--- src/rtl/serial_tx_pkg.sv ---
package serial_tx_pkg;

  typedef enum logic [1:0] {
    FK_DATA  = 2'd0,
    FK_IDLE  = 2'd1,
    FK_BREAK = 2'd2
  } frame_kind_e;

  function automatic logic parity_of(input logic [7:0] bits, input logic [7:0] mask,
                                     input logic odd);
    parity_of = (^(bits & mask)) ^ odd;
  endfunction

endpackage

--- src/rtl/tx_baud_strobe.sv ---
module tx_baud_strobe #(
  parameter int OVS = 16
) (
  input  logic clk,
  input  logic rst_n,
  input  logic en,
  input  logic tick,
  output logic bit_stb
);
  localparam int PH_W = $clog2(OVS);
  localparam logic [PH_W-1:0] PH_LAST = PH_W'(OVS - 1);

  logic [PH_W-1:0] phase;

  always_ff @(posedge clk) begin
    if (!rst_n || !en) begin
      phase <= '0;
    end else if (tick) begin
      phase <= (phase == PH_LAST) ? '0 : phase + 1'b1;
    end
  end

  assign bit_stb = en && tick && (phase == PH_LAST);

  AST_PHASE_RESTART: assert property (@(posedge clk) disable iff (!rst_n)
    !en |=> (phase == '0));

  AST_PHASE_HOLD: assert property (@(posedge clk) disable iff (!rst_n)
    (en && !tick) |=> $stable(phase));

endmodule

--- src/rtl/tx_hold_reg.sv ---
module tx_hold_reg #(
  parameter int DATA_W = 8
) (
  input  logic              clk,
  input  logic              rst_n,
  input  logic              in_valid,
  output logic              in_ready,
  input  logic [DATA_W-1:0] in_data,
  input  logic              in_bit8,
  input  logic              take,
  output logic              full,
  output logic [DATA_W-1:0] held_data,
  output logic              held_bit8
);

  always_ff @(posedge clk) begin
    if (!rst_n) begin
      full      <= 1'b0;
      held_data <= '0;
      held_bit8 <= 1'b0;
    end else begin
      if (take) begin
        full <= 1'b0;
      end else if (in_valid && !full) begin
        full      <= 1'b1;
        held_data <= in_data;
        held_bit8 <= in_bit8;
      end
    end
  end

  assign in_ready = !full;

  AST_TAKE_NEEDS_DATA: assert property (@(posedge clk) disable iff (!rst_n)
    take |-> full);

  AST_HOLD_KEEPS: assert property (@(posedge clk) disable iff (!rst_n)
    (full && !take) |=> (full && $stable(held_data) && $stable(held_bit8)));

  AST_TAKE_FREES: assert property (@(posedge clk) disable iff (!rst_n)
    take |=> in_ready);

endmodule

--- src/rtl/tx_frame_build.sv ---
module tx_frame_build
  import serial_tx_pkg::*;
#(
  parameter int DATA_W  = 8,
  parameter int FRAME_W = 16,
  parameter int CNT_W   = 5,
  parameter int BRK_SHORT = 10,
  parameter int BRK_LONG  = 13
) (
  input  frame_kind_e        kind,
  input  logic               fmt9,
  input  logic               par_en,
  input  logic               par_odd,
  input  logic               brk_long,
  input  logic [DATA_W-1:0]  data,
  input  logic               bit8,
  output logic [FRAME_W-1:0] vec,
  output logic [CNT_W-1:0]   len
);
  localparam logic [CNT_W-1:0] LEN_STD   = CNT_W'(DATA_W + 2);
  localparam logic [CNT_W-1:0] ZERO_SHRT = CNT_W'(BRK_SHORT);
  localparam logic [CNT_W-1:0] ZERO_LONG = CNT_W'(BRK_LONG);
  localparam logic [7:0] MASK_LOW = 8'h7F;
  localparam logic [7:0] MASK_ALL = 8'hFF;

  logic [CNT_W-1:0] zeros;
  logic [CNT_W-1:0] ext;
  logic             top_slot;

  assign ext   = fmt9 ? CNT_W'(1) : CNT_W'(0);
  assign zeros = (brk_long ? ZERO_LONG : ZERO_SHRT) + ext;

  always_comb begin
    if (fmt9) begin
      top_slot = par_en ? parity_of(8'(data), MASK_ALL, par_odd) : bit8;
    end else begin
      top_slot = par_en ? parity_of(8'(data), MASK_LOW, par_odd) : data[DATA_W-1];
    end
  end

  always_comb begin
    vec = '1;
    len = LEN_STD + ext;
    unique case (kind)
      FK_DATA: begin
        vec[0] = 1'b0;
        if (fmt9) begin
          vec[DATA_W:1]   = data;
          vec[DATA_W+1]   = top_slot;
        end else begin
          vec[DATA_W-1:1] = data[DATA_W-2:0];
          vec[DATA_W]     = top_slot;
        end
      end
      FK_BREAK: begin
        vec = {FRAME_W{1'b1}} << zeros;
        len = zeros + 1'b1;
      end
      default: begin
        vec = '1;
      end
    endcase
  end

endmodule

--- src/rtl/tx_shift_out.sv ---
module tx_shift_out #(
  parameter int FRAME_W = 16,
  parameter int CNT_W   = 5
) (
  input  logic               clk,
  input  logic               rst_n,
  input  logic               abort,
  input  logic               bit_stb,
  input  logic               load,
  input  logic [FRAME_W-1:0] vec,
  input  logic [CNT_W-1:0]   len,
  output logic               txd,
  output logic               busy,
  output logic               slot_free
);
  logic [FRAME_W-1:0] sh;
  logic [CNT_W-1:0]   cnt;

  always_ff @(posedge clk) begin
    if (!rst_n || abort) begin
      sh  <= '1;
      cnt <= '0;
    end else if (load) begin
      sh  <= vec;
      cnt <= len;
    end else if (bit_stb && busy) begin
      sh  <= {1'b1, sh[FRAME_W-1:1]};
      cnt <= cnt - 1'b1;
    end
  end

  assign busy      = (cnt != '0);
  assign slot_free = bit_stb && (cnt <= CNT_W'(1));
  assign txd       = busy ? sh[0] : 1'b1;

  AST_LOAD_AT_BOUNDARY: assert property (@(posedge clk) disable iff (!rst_n)
    load |-> (bit_stb && cnt <= CNT_W'(1)));

  AST_BITS_HOLD: assert property (@(posedge clk) disable iff (!rst_n)
    (busy && !bit_stb && !abort) |=> ($stable(sh) && $stable(cnt)));

  AST_ABORT_CLEARS: assert property (@(posedge clk) disable iff (!rst_n)
    abort |=> !busy);

endmodule

--- src/rtl/serial_tx_brk.sv ---
module serial_tx_brk
  import serial_tx_pkg::*;
#(
  parameter int DATA_W = 8,
  parameter int OVS    = 16
) (
  input  logic              clk,
  input  logic              rst_n,
  input  logic              baud_tick16,
  input  logic              tx_en,
  input  logic              send_brk,
  input  logic              brk_long,
  input  logic              fmt9,
  input  logic              par_en,
  input  logic              par_odd,
  input  logic              wr_valid,
  output logic              wr_ready,
  input  logic [DATA_W-1:0] wr_data,
  input  logic              wr_bit8,
  output logic              txd,
  output logic              tx_done
);
  localparam int FRAME_W   = DATA_W + 8;
  localparam int CNT_W     = $clog2(FRAME_W + 1);
  localparam int BRK_SHORT = DATA_W + 2;
  localparam int BRK_LONG  = DATA_W + 5;

  logic               bit_stb;
  logic               slot_free;
  logic               busy;
  logic               load;
  logic               take;
  logic               pre_pend;
  logic               hold_full;
  logic [DATA_W-1:0]  held_data;
  logic               held_bit8;
  frame_kind_e        kind;
  logic [FRAME_W-1:0] vec;
  logic [CNT_W-1:0]   len;

  tx_baud_strobe #(.OVS(OVS)) u_baud (
    .clk     (clk),
    .rst_n   (rst_n),
    .en      (tx_en),
    .tick    (baud_tick16),
    .bit_stb (bit_stb)
  );

  tx_hold_reg #(.DATA_W(DATA_W)) u_hold (
    .clk       (clk),
    .rst_n     (rst_n),
    .in_valid  (wr_valid),
    .in_ready  (wr_ready),
    .in_data   (wr_data),
    .in_bit8   (wr_bit8),
    .take      (take),
    .full      (hold_full),
    .held_data (held_data),
    .held_bit8 (held_bit8)
  );

  always_comb begin
    if (pre_pend)      kind = FK_IDLE;
    else if (send_brk) kind = FK_BREAK;
    else               kind = FK_DATA;
  end

  assign load = slot_free && (pre_pend || send_brk || hold_full);
  assign take = load && (kind == FK_DATA);

  always_ff @(posedge clk) begin
    if (!rst_n || !tx_en) begin
      pre_pend <= 1'b1;
    end else if (load && kind == FK_IDLE) begin
      pre_pend <= 1'b0;
    end
  end

  tx_frame_build #(
    .DATA_W    (DATA_W),
    .FRAME_W   (FRAME_W),
    .CNT_W     (CNT_W),
    .BRK_SHORT (BRK_SHORT),
    .BRK_LONG  (BRK_LONG)
  ) u_build (
    .kind     (kind),
    .fmt9     (fmt9),
    .par_en   (par_en),
    .par_odd  (par_odd),
    .brk_long (brk_long),
    .data     (held_data),
    .bit8     (held_bit8),
    .vec      (vec),
    .len      (len)
  );

  tx_shift_out #(.FRAME_W(FRAME_W), .CNT_W(CNT_W)) u_shift (
    .clk       (clk),
    .rst_n     (rst_n),
    .abort     (!tx_en),
    .bit_stb   (bit_stb),
    .load      (load),
    .vec       (vec),
    .len       (len),
    .txd       (txd),
    .busy      (busy),
    .slot_free (slot_free)
  );

  assign tx_done = !hold_full && !busy;

  AST_LINE_IDLE_OFF: assert property (@(posedge clk) disable iff (!rst_n)
    !tx_en |=> txd);

  AST_PREAMBLE_ARMED: assert property (@(posedge clk) disable iff (!rst_n)
    $rose(tx_en) |-> pre_pend);

  AST_BREAK_WINS: assert property (@(posedge clk) disable iff (!rst_n)
    (load && send_brk && !pre_pend) |-> !take);

  AST_DONE_WHEN_QUIET: assert property (@(posedge clk) disable iff (!rst_n)
    tx_done |-> (wr_ready && !busy));

endmodule

--- config.mk ---
export PLATFORM = sky130hd
export DESIGN_NAME = serial_tx_brk
export DESIGN_NICKNAME = d
export VERILOG_FILES = /design/src/rtl/serial_tx_pkg.sv /design/src/rtl/tx_baud_strobe.sv /design/src/rtl/tx_hold_reg.sv /design/src/rtl/tx_frame_build.sv /design/src/rtl/tx_shift_out.sv /design/src/rtl/serial_tx_brk.sv
export SDC_FILE = /design/constraint.sdc
export NUM_CORES = 1
export LEC_CHECK = 0
export ABC_AREA = 0
export BUFFER_PORTS_ARGS = -buffer_cell sky130_fd_sc_hd__buf_4
export CAP_MARGIN = 5
export CORE_MARGIN = 2
export CORE_UTILIZATION = 40
export CTS_BUF_LIST = sky130_fd_sc_hd__clkbuf_16
export DETAILED_ROUTE_END_ITERATION = 12
export SYNTH_ARGS = -nofsm -noshare
export SYNTH_HDL_FRONTEND = slang
export SYNTH_SLANG_ARGS = --single-unit
--- constraint.sdc ---
create_clock -name clk -period 4.9 [get_ports clk]
set_clock_uncertainty 0.1 [all_clocks]
set_input_delay 0.245 -clock clk [delete_from_list [all_inputs] [get_ports clk]]
set_output_delay 0.245 -clock clk [all_outputs]
set_load 0.01 [all_outputs]
==> out/qor.csv, run 1 <==
stage,metric,value,unit
logic_synthesis,Most used DFF post-synth,dfxtp_1,
floorplan,Die Footprint,5821,sq um
power,Cell Pwr Density,273.0,nW/um^2
routing,remaining antenna violation count,0,
timing,Peak Freq,406.6,MHz
final_layout,share of layout cells above drive strength 1,15.50,%
run,max-cap viol count,0,
routing,vias,1849,
cts,Root Driver,clkbuf_16,
cts,CTS tree,done,
routing,Initial DRT Pass Iterations,4,
setup_path,CP endpoint kind,output pin,
timing,Fin Setup TNS,0,ns
min_path,Hold/Removal Path Class,in2reg,
logic_synthesis,largest family of logic cells by synthesized area,compound AO/OA/AOI/OAI gates,
global_routing,pin count of the biggest net entering global routing,19,
timing,period utilization,50.20,%
timing,worst-margin pin slew,0.9184,ns
power,Flop pwr share,46.1,%
cts,Num CTS Buffers,5,
power,Sw Share,22.51,%
routing,DR DRC count,0,
power,internal power,0.5102,mW
logic_synthesis,Post-Synthesis Cells,255,
cts,"Hold-fix buffers, CTS",0,
global_routing,Total GRT Usage,17.67,%
power,total power,0.6585,mW
logic_synthesis,"Async S/R FF share, synth",0,%
status,status,completed,
placement,GP Congestion,0.7931,
floorplan,IO Count,22,
cts,CTS max path bufs,2,
logic_synthesis,post-synth top area cell,dfxtp_1,
final_layout,layout net count,300,
logic_synthesis,multiplexer share of the synthesized area,1.496,%
timing,Final Setup Violations,0,
final_layout,register area,720.7,sq um
global_routing,initial antenna violation count,0,
floorplan,die width,76.30,um
timing,Final Hold Viols,0,
timing,RSZ-0062 raised after global routing,false,
timing,post-route minimum period,2.460,ns
final_layout,Area growth syn-to-layout,15.38,%
power,Clock Power Share,44.8,%
power,worst vdd ir,0.1892,mV
routing,Vias/cell,5.422,
cts,post-CTS sizing,0,
setup_path,critical path peak fanout,11,
logic_synthesis,"Avg Cell Area, Syn",8.199,sq um
cts,CTS sink count,36,
setup_path,R2R cell count,6,
logic_synthesis,Synth Area in Compound Gates,25.49,%
logic_synthesis,share of the synthesized area in the top cell type,34.47,%
global_routing,global-route wire length before repair,8390,um
cts,Worst-Skew Late Latency,0.28,ns
logic_synthesis,synth warn,0,
floorplan,Core ar.,5075,sq um
placement,post-DP HPWL,3488,um
timing,Final Slew Violations,0,
power,P_sw,0.1482,mW
global_routing,vias in the first global route,1759,
final_layout,fill count,559,
logic_synthesis,synthesized area,2091,sq um
cts,clock-pin slew on the worst setup and hold paths,0.05,ns
setup_path,"Arr. time, crit path",2.11,ns
setup_path,WP data required,4.55,ns
power,P_leak,0.9368,nW
logic_synthesis,"EDFF count, synth",0,
routing,routed length per instance,14.17,um
logic_synthesis,Synth Area in XOR/XNOR,5.446,%
final_layout,area of the multi-input gates,1261,sq um
min_path,WHS Path Cells,3,
logic_synthesis,Synth Area in Adders,5.984,%
power,combinational share of power,9.1,%
logic_synthesis,synth unique cells,52,
logic_synthesis,Synth Area in Simple Gates,21.60,%
timing,relative slew slack,38.61,%
setup_path,critical setup path kind,reg2out,
floorplan,Initial Utilization,41.20,%
logic_synthesis,most numerous cell in the Yosys netlist,dfxtp_1,
final_layout,Final Util,47.53,%
setup_path,startpoint type of the worst setup path,flop,
cts,postcts setup bufs,0,
cts,H-tree levels,2,
logic_synthesis,"Seq/Total Area, Yosys",34.47,%
floorplan,num rows,26,
logic_synthesis,Synth top cells by count,"dfxtp_1, nand2_1, nor2_1",
placement,port bufs,21,
logic_synthesis,synth top area cells,"dfxtp_1, ha_1, nand2_1",
global_routing,remaining global-route overflow,0,
routing,DRT Wirelength,4832,um
logic_synthesis,Seq cells post-synth,36,
logic_synthesis,Synthesized Nets,284,
final_layout,ant diodes,0,
floorplan,die height,76.30,um
routing,Initial DRC Count,144,
## power groups by stage
stage / sequential, mW / combinational (mW) / clock, mW
2_1_floorplan: 0.308 / 0.0381 / 0
3_3_place_gp: 0.310 / 0.0600 / 0
3_5_place_dp: 0.310 / 0.0602 / 0
4_1_cts: 0.304 / 0.0604 / 0.303
5_1_grt: 0.304 / 0.0674 / 0.315
6_report: 0.304 / 0.0598 / 0.295
## worst paths after layout
kind | startpoint | to | slack [ns]
max | u_shift.cnt[0] | txd | 2.44
min | wr_data[2] | u_hold.held_data[2] | 0.13
max reg2reg | u_shift.cnt[0] | u_shift.sh[9] | 2.54
min reg2reg | u_hold.held_bit8 | u_hold.held_bit8 | 0.37
## flip-flops by register name, indices dropped and copies added, names as in the netlist
name / flops
u_baud.phase: 4
u_hold.held_data: 8
u_hold.held_bit8: 1
pre_pend: 1
u_hold.full: 1
u_shift.sh: 16
u_shift.cnt: 5
## per-stage QoR
stage          instance area, sq um  cells  hold WS [ns]  setup WS [ns]
2_1_floorplan                  2091    255        0.2899          3.085
3_3_place_gp                   2280    334        0.3510          2.546
3_5_place_dp                   2280    334        0.3532          2.522
4_1_cts                        2412    341        0.1207          2.389
5_1_grt                        2412    341        0.1263          2.195
6_report                       2412    341        0.1254          2.440
## layout make-up
cell class                 count  share of cell area (%)
clock buffer                   5                   5.187
multi-input combinational    193                   52.28
sequential                    36                   29.88
timing repair buffer          21                   6.535
clock inverter                 2                  0.3112
tap                           70                   3.631
inverter                      14                   2.178
## layer usage
layer / wire length [um] / vias up / share of wire [%] / GRT usage, %
li1: - / 948 / - / -
met1: 2348 / 855 / 49 / 24.20
met2: 2140 / 41 / 44 / 26.73
met3: 289 / 5 / 6.0 / 4.858
met4: 55 / 0 / 1.1 / 6.182
met5: 0 / - / 0 / 0
## logic make-up after synthesis
logic type	count (synthesis)
AOI/OAI and AO/OA	75
xor gates and xnor gates	9
adders and majority gates	10
buffers and inverters	26
DFF	36
muxes	3
and+or+nand+nor	96
## critical path: stages, from the launching register on
cell and delay (ns):
dfxtp_1 0.35, inv_1 0.14, ha_1 0.23, nor4b_2 0.77
or2_2 0.23, buf_4 0.11
## cells in the final DEF, fill, tap and decap left out, types with 2 or more instances in the layout
cell	netlist	layout
clkinv_1	0	2
nor3_1	9	9
or2_2	3	3
o211ai_1	3	3
mux2i_1	2	2
xor2_1	4	4
a21boi_0	9	9
a211oi_1	3	3
o21ai_0	16	16
nand3b_1	2	2
xnor3_1	2	2
xnor2_1	2	2
inv_1	14	14
clkbuf_16	0	5
o221a_2	6	6
nand2_1	33	33
nor3_2	2	2
a21oi_1	14	14
ha_1	10	10
buf_4	1	21
a311oi_1	4	4
and2_1	3	3
nand3_1	6	6
o311ai_0	2	2
a31oi_1	2	2
nand4_1	2	2
a221oi_1	3	3
nor2_1	26	26
dfxtp_1	36	36
nand2b_1	2	2
nor2b_1	3	3
Note: power is estimated with default switching activity, not from simulation.
==> inputs of run 2 (changes only) <==
--- a/config.mk
+++ b/config.mk
@@ -5,7 +5,7 @@
 export SDC_FILE = /design/constraint.sdc
 export NUM_CORES = 1
 export LEC_CHECK = 0
-export ABC_AREA = 0
+export ABC_AREA = 1
 export BUFFER_PORTS_ARGS = -buffer_cell sky130_fd_sc_hd__buf_4
 export CAP_MARGIN = 5
 export CORE_MARGIN = 2
==> constraint.sdc (replaced) <==
create_clock -name clk -period 2.5 [get_ports clk]
set_clock_uncertainty 0.1 [all_clocks]
set_input_delay 0.125 -clock clk [delete_from_list [all_inputs] [get_ports clk]]
set_output_delay 0.125 -clock clk [all_outputs]
set_load 0.01 [all_outputs]
==> run 2 against run 1 <==
Sequential share of layout area is 0.20 points lower; combinational power rose by 120%; critical path type is now reg2reg; critical endpoint is now u_shift.sh[8]; highest routed layer unchanged; largest power group unchanged; cell area increased by 0.67%; synthesized cell count up 20%.
==> out/qor.csv, run 2 <==
stage,metric,value,unit,change
final_layout,most frequent cells in the layout,"nand2_1, inv_1, dfxtp_1",,
routing,DR DRC count,0,,unchanged
final_layout,"Most flops, register",u_shift.sh,,
cts,postcts setup bufs,0,,unchanged
power,Sw Share,23.83,%,+1.3 points
logic_synthesis,synth unique cells,30,,-42%
logic_synthesis,synth warn,0,,unchanged
setup_path,critical setup path kind,reg2reg,,
global_routing,pin count of the biggest net entering global routing,23,,+4
timing,relative slew slack,53.59,%,+15 points
routing,vias,1955,,+5.7%
placement,GP Congestion,0.8524,,+7.5%
power,worst vdd ir,0.2547,mV,+35%
final_layout,Final Util,47.55,%,about the same
setup_path,R2R Setup Slk,0.54,ns,-2.00 ns
floorplan,die width,76.62,um,+0.43%
timing,worst hold margin,0.006571,ns,-0.1189 ns
cts,CTS tree,done,,
setup_path,Critical R2R Capture,u_shift.sh[8],,
timing,period utilization,78.31,%,
logic_synthesis,synth top area cells,"dfxtp_1, nand2_1, o21ai_0",,
logic_synthesis,most numerous cell in the Yosys netlist,nand2_1,,
run,max-cap viol count,0,,unchanged
setup_path,slowest CP cell,dfxtp_1,,
routing,DRT Wirelength,4696,um,-2.8%
logic_synthesis,synthesized area,2110,sq um,+0.90%
placement,port bufs,21,,unchanged
routing,Initial DRC Count,134,,-6.9%
cts,Num CTS Buffers,5,,unchanged
cts,Root Driver,clkbuf_16,,
logic_synthesis,Post-Synthesis Cells,305,,+20%
logic_synthesis,Most used DFF post-synth,dfxtp_1,,
power,Clock Power Share,44.3,%,-0.5 points
timing,RSZ-0062 raised after global routing,false,,
global_routing,remaining global-route overflow,0,,unchanged
routing,Vias/cell,4.949,,-8.7%
global_routing,vias in the first global route,1829,,+4.0%
routing,routed length per instance,11.89,um,-16%
timing,Final Slew Violations,0,,unchanged
cts,Worst-Skew Late Latency,0.28,ns,about the same
final_layout,layout net count,354,,+18%
setup_path,R2R cell count,11,,+5
cts,clock-pin slew on the worst setup and hold paths,0.05,ns,about the same
floorplan,num rows,26,,unchanged
setup_path,crit-path cells,ha_1 -> nand2_2 -> nor3_4 -> and2_4 -> nand2_2 -> nand2_4 -> inv_2 -> nand2_1 -> nand2_1 -> inv_1 -> nand2_1,,
power,Flop pwr share,45.8,%,-0.3 points
power,Cell Pwr Density,540.8,nW/um^2,+98%
logic_synthesis,multiplexer share of the synthesized area,0,%,-1.5 points
timing,post-route minimum period,1.958,ns,
power,total power,1.313,mW,+99%
cts,CTS max path bufs,2,,unchanged
floorplan,IO Count,22,,unchanged
final_layout,share of layout cells above drive strength 1,12.92,%,-2.6 points
logic_synthesis,Seq cells post-synth,36,,unchanged
timing,Peak Freq,510.8,MHz,
power,internal power,1.001,mW,+96%
final_layout,Largest regs,"u_shift.sh (16), u_hold.held_data (8), u_shift.cnt (5)",,
floorplan,die height,76.62,um,+0.43%
status,status,completed,,
logic_synthesis,"Seq/Total Area, Yosys",34.16,%,-0.31 points
power,combinational share of power,10.0,%,+0.9 points
timing,Final Hold Viols,0,,unchanged
routing,remaining antenna violation count,0,,unchanged
setup_path,CP endpoint kind,flop,,
logic_synthesis,Synth Area in Adders,5.931,%,-0.053 points
setup_path,critical path peak fanout,21,,+10
logic_synthesis,Synthesized Nets,334,,+18%
placement,post-DP HPWL,3547,um,+1.7%
cts,H-tree levels,2,,unchanged
final_layout,ant diodes,0,,unchanged
power,P_sw,0.3130,mW,+110%
setup_path,Buf/Inv on CP,2,,unchanged
routing,Initial DRT Pass Iterations,4,,unchanged
logic_synthesis,"Async S/R FF share, synth",0,%,unchanged
final_layout,Area growth syn-to-layout,15.12,%,
setup_path,startpoint type of the worst setup path,flop,,
logic_synthesis,post-synth top area cell,dfxtp_1,,
timing,Fin Setup TNS,0,ns,unchanged
final_layout,"commonest non-fill, non-tap cell in the layout",nand2_1,,
floorplan,Core ar.,5107,sq um,+0.64%
global_routing,initial antenna violation count,0,,unchanged
logic_synthesis,Synth Area in Simple Gates,27.82,%,+6.2 points
floorplan,Die Footprint,5871,sq um,+0.85%
global_routing,global-route wire length before repair,8107,um,-3.4%
power,P_leak,1.211,nW,+29%
timing,Final Setup Violations,0,,unchanged
logic_synthesis,Synth Area in Compound Gates,19.04,%,-6.5 points
setup_path,Worst path max stage delay,0.35,ns,-0.42 ns
setup_path,"Arr. time, crit path",2.03,ns,-0.08 ns
setup_path,Setup crit start,u_baud.phase[0],,
setup_path,"most used cell, CP",nand2_1,,
global_routing,Total GRT Usage,17.22,%,-0.45 points
setup_path,end of the critical path,u_shift.sh[8],,
cts,CTS sink count,36,,unchanged
final_layout,max reg flops,16,,unchanged
logic_synthesis,share of the synthesized area in the top cell type,34.16,%,-0.31 points
setup_path,R2R Path Start,u_baud.phase[0],,
logic_synthesis,Synth Area in XOR/XNOR,2.076,%,-3.4 points
setup_path,WP depth,11,,+6
logic_synthesis,Synth top cells by count,"nand2_1, inv_1, dfxtp_1",,
logic_synthesis,largest family of logic cells by synthesized area,simple AND/OR/NAND/NOR gates,,
logic_synthesis,"Avg Cell Area, Syn",6.916,sq um,-16%
timing,worst-margin pin slew,0.6954,ns,-0.2230 ns
setup_path,WP data required,2.58,ns,-1.97 ns
setup_path,"delay-heaviest family, CP",simple AND/OR/NAND/NOR gates,,
logic_synthesis,"EDFF count, synth",0,,unchanged
min_path,Hold/Removal Path Class,in2reg,,
floorplan,Initial Utilization,41.30,%,+0.11 points
[run 2: cell types whose count changed after synthesis, sizes merged, moves of 9 or more]
cell	previous run	this run
o21ai	17	44
nand2	33	76
nand3	6	21
inv	14	39
a21boi	9	0
a21oi	15	24
[run 2: final cells by class]
class	instances	area [sq um]
inverters	39	146.4
multi-input cells	219	1157
well taps	70	87.58
repair buffers	24	182.7
fillers	544	2679
clock inverters	2	8.758
clock buffers	5	125.1
flip-flops and latches	36	720.7
[run 2: cells by family (layout without fill, tap and decap cells)]
family	count (synthesis)	in the layout
xor gates and xnor gates	5	5
buffers and inverters	50	70
adders and majority gates	10	10
and+or+nand+nor	130	130
DFF	36	36
AOI/OAI and AO/OA	74	74
[run 2: repair_timing]
action                                 in CTS  in global routing
endpoints found under the hold margin       1                  0
resized for setup                           0                  0
hold buffers                                1                  0
[run 2: layer usage]
metal | up-vias | global-route usage [%] | part of all wire (%)
met5 | - | 0 | 0
met4 | 0 | 4.909 | 0.94
met3 | 4 | 4.028 | 3.5
met2 | 30 | 30.27 | 49
met1 | 885 | 20.92 | 47
li1 | 1036 | - | -
[run 2: worst reg2reg max path: stages (launching register included)]
cell and delay [ns]:
dfxtp_1 0.35, ha_1 0.17, nand2_2 0.08, nor3_4 0.14, and2_4 0.22, nand2_2 0.13
nand2_4 0.24, inv_2 0.17, nand2_1 0.09, nand2_1 0.05, inv_1 0.07, nand2_1 0.04
[run 2: through the flow]
step / instances / setup WS, ns / instance area, sq um
after global routing: 395 / 0.3658 / 2429
final: 395 / 0.5422 / 2429
after CTS: 395 / 0.5247 / 2429
after floorplan: 305 / 0.8902 / 2110
after detailed placement: 387 / 0.5207 / 2285
after global placement: 387 / 0.6034 / 2285
[run 2: how the worst min path moves through the flow]
stage	from	end	slack (ns)	cells past startpoint
2_1_floorplan	baud_tick16	u_baud.phase[1]	0.16	2
3_3_place_gp	wr_bit8	u_hold.held_bit8	0.28	3
3_5_place_dp	wr_bit8	u_hold.held_bit8	0.28	3
4_1_cts	wr_data[2]	u_hold.held_data[2]	0.005	3
5_1_grt	wr_data[2]	u_hold.held_data[2]	0.008	3
6_report	wr_data[2]	u_hold.held_data[2]	0.007	3
[run 2: power groups by stage]
stage / Clock [mW] / Sequential [mW] / Combinational (mW)
after CTS: 0.595 / 0.601 / 0.133
after detailed placement: 0 / 0.613 / 0.131
final: 0.582 / 0.601 / 0.131
after floorplan: 0 / 0.609 / 0.0838
after global routing: 0.617 / 0.602 / 0.154
after global placement: 0 / 0.613 / 0.129
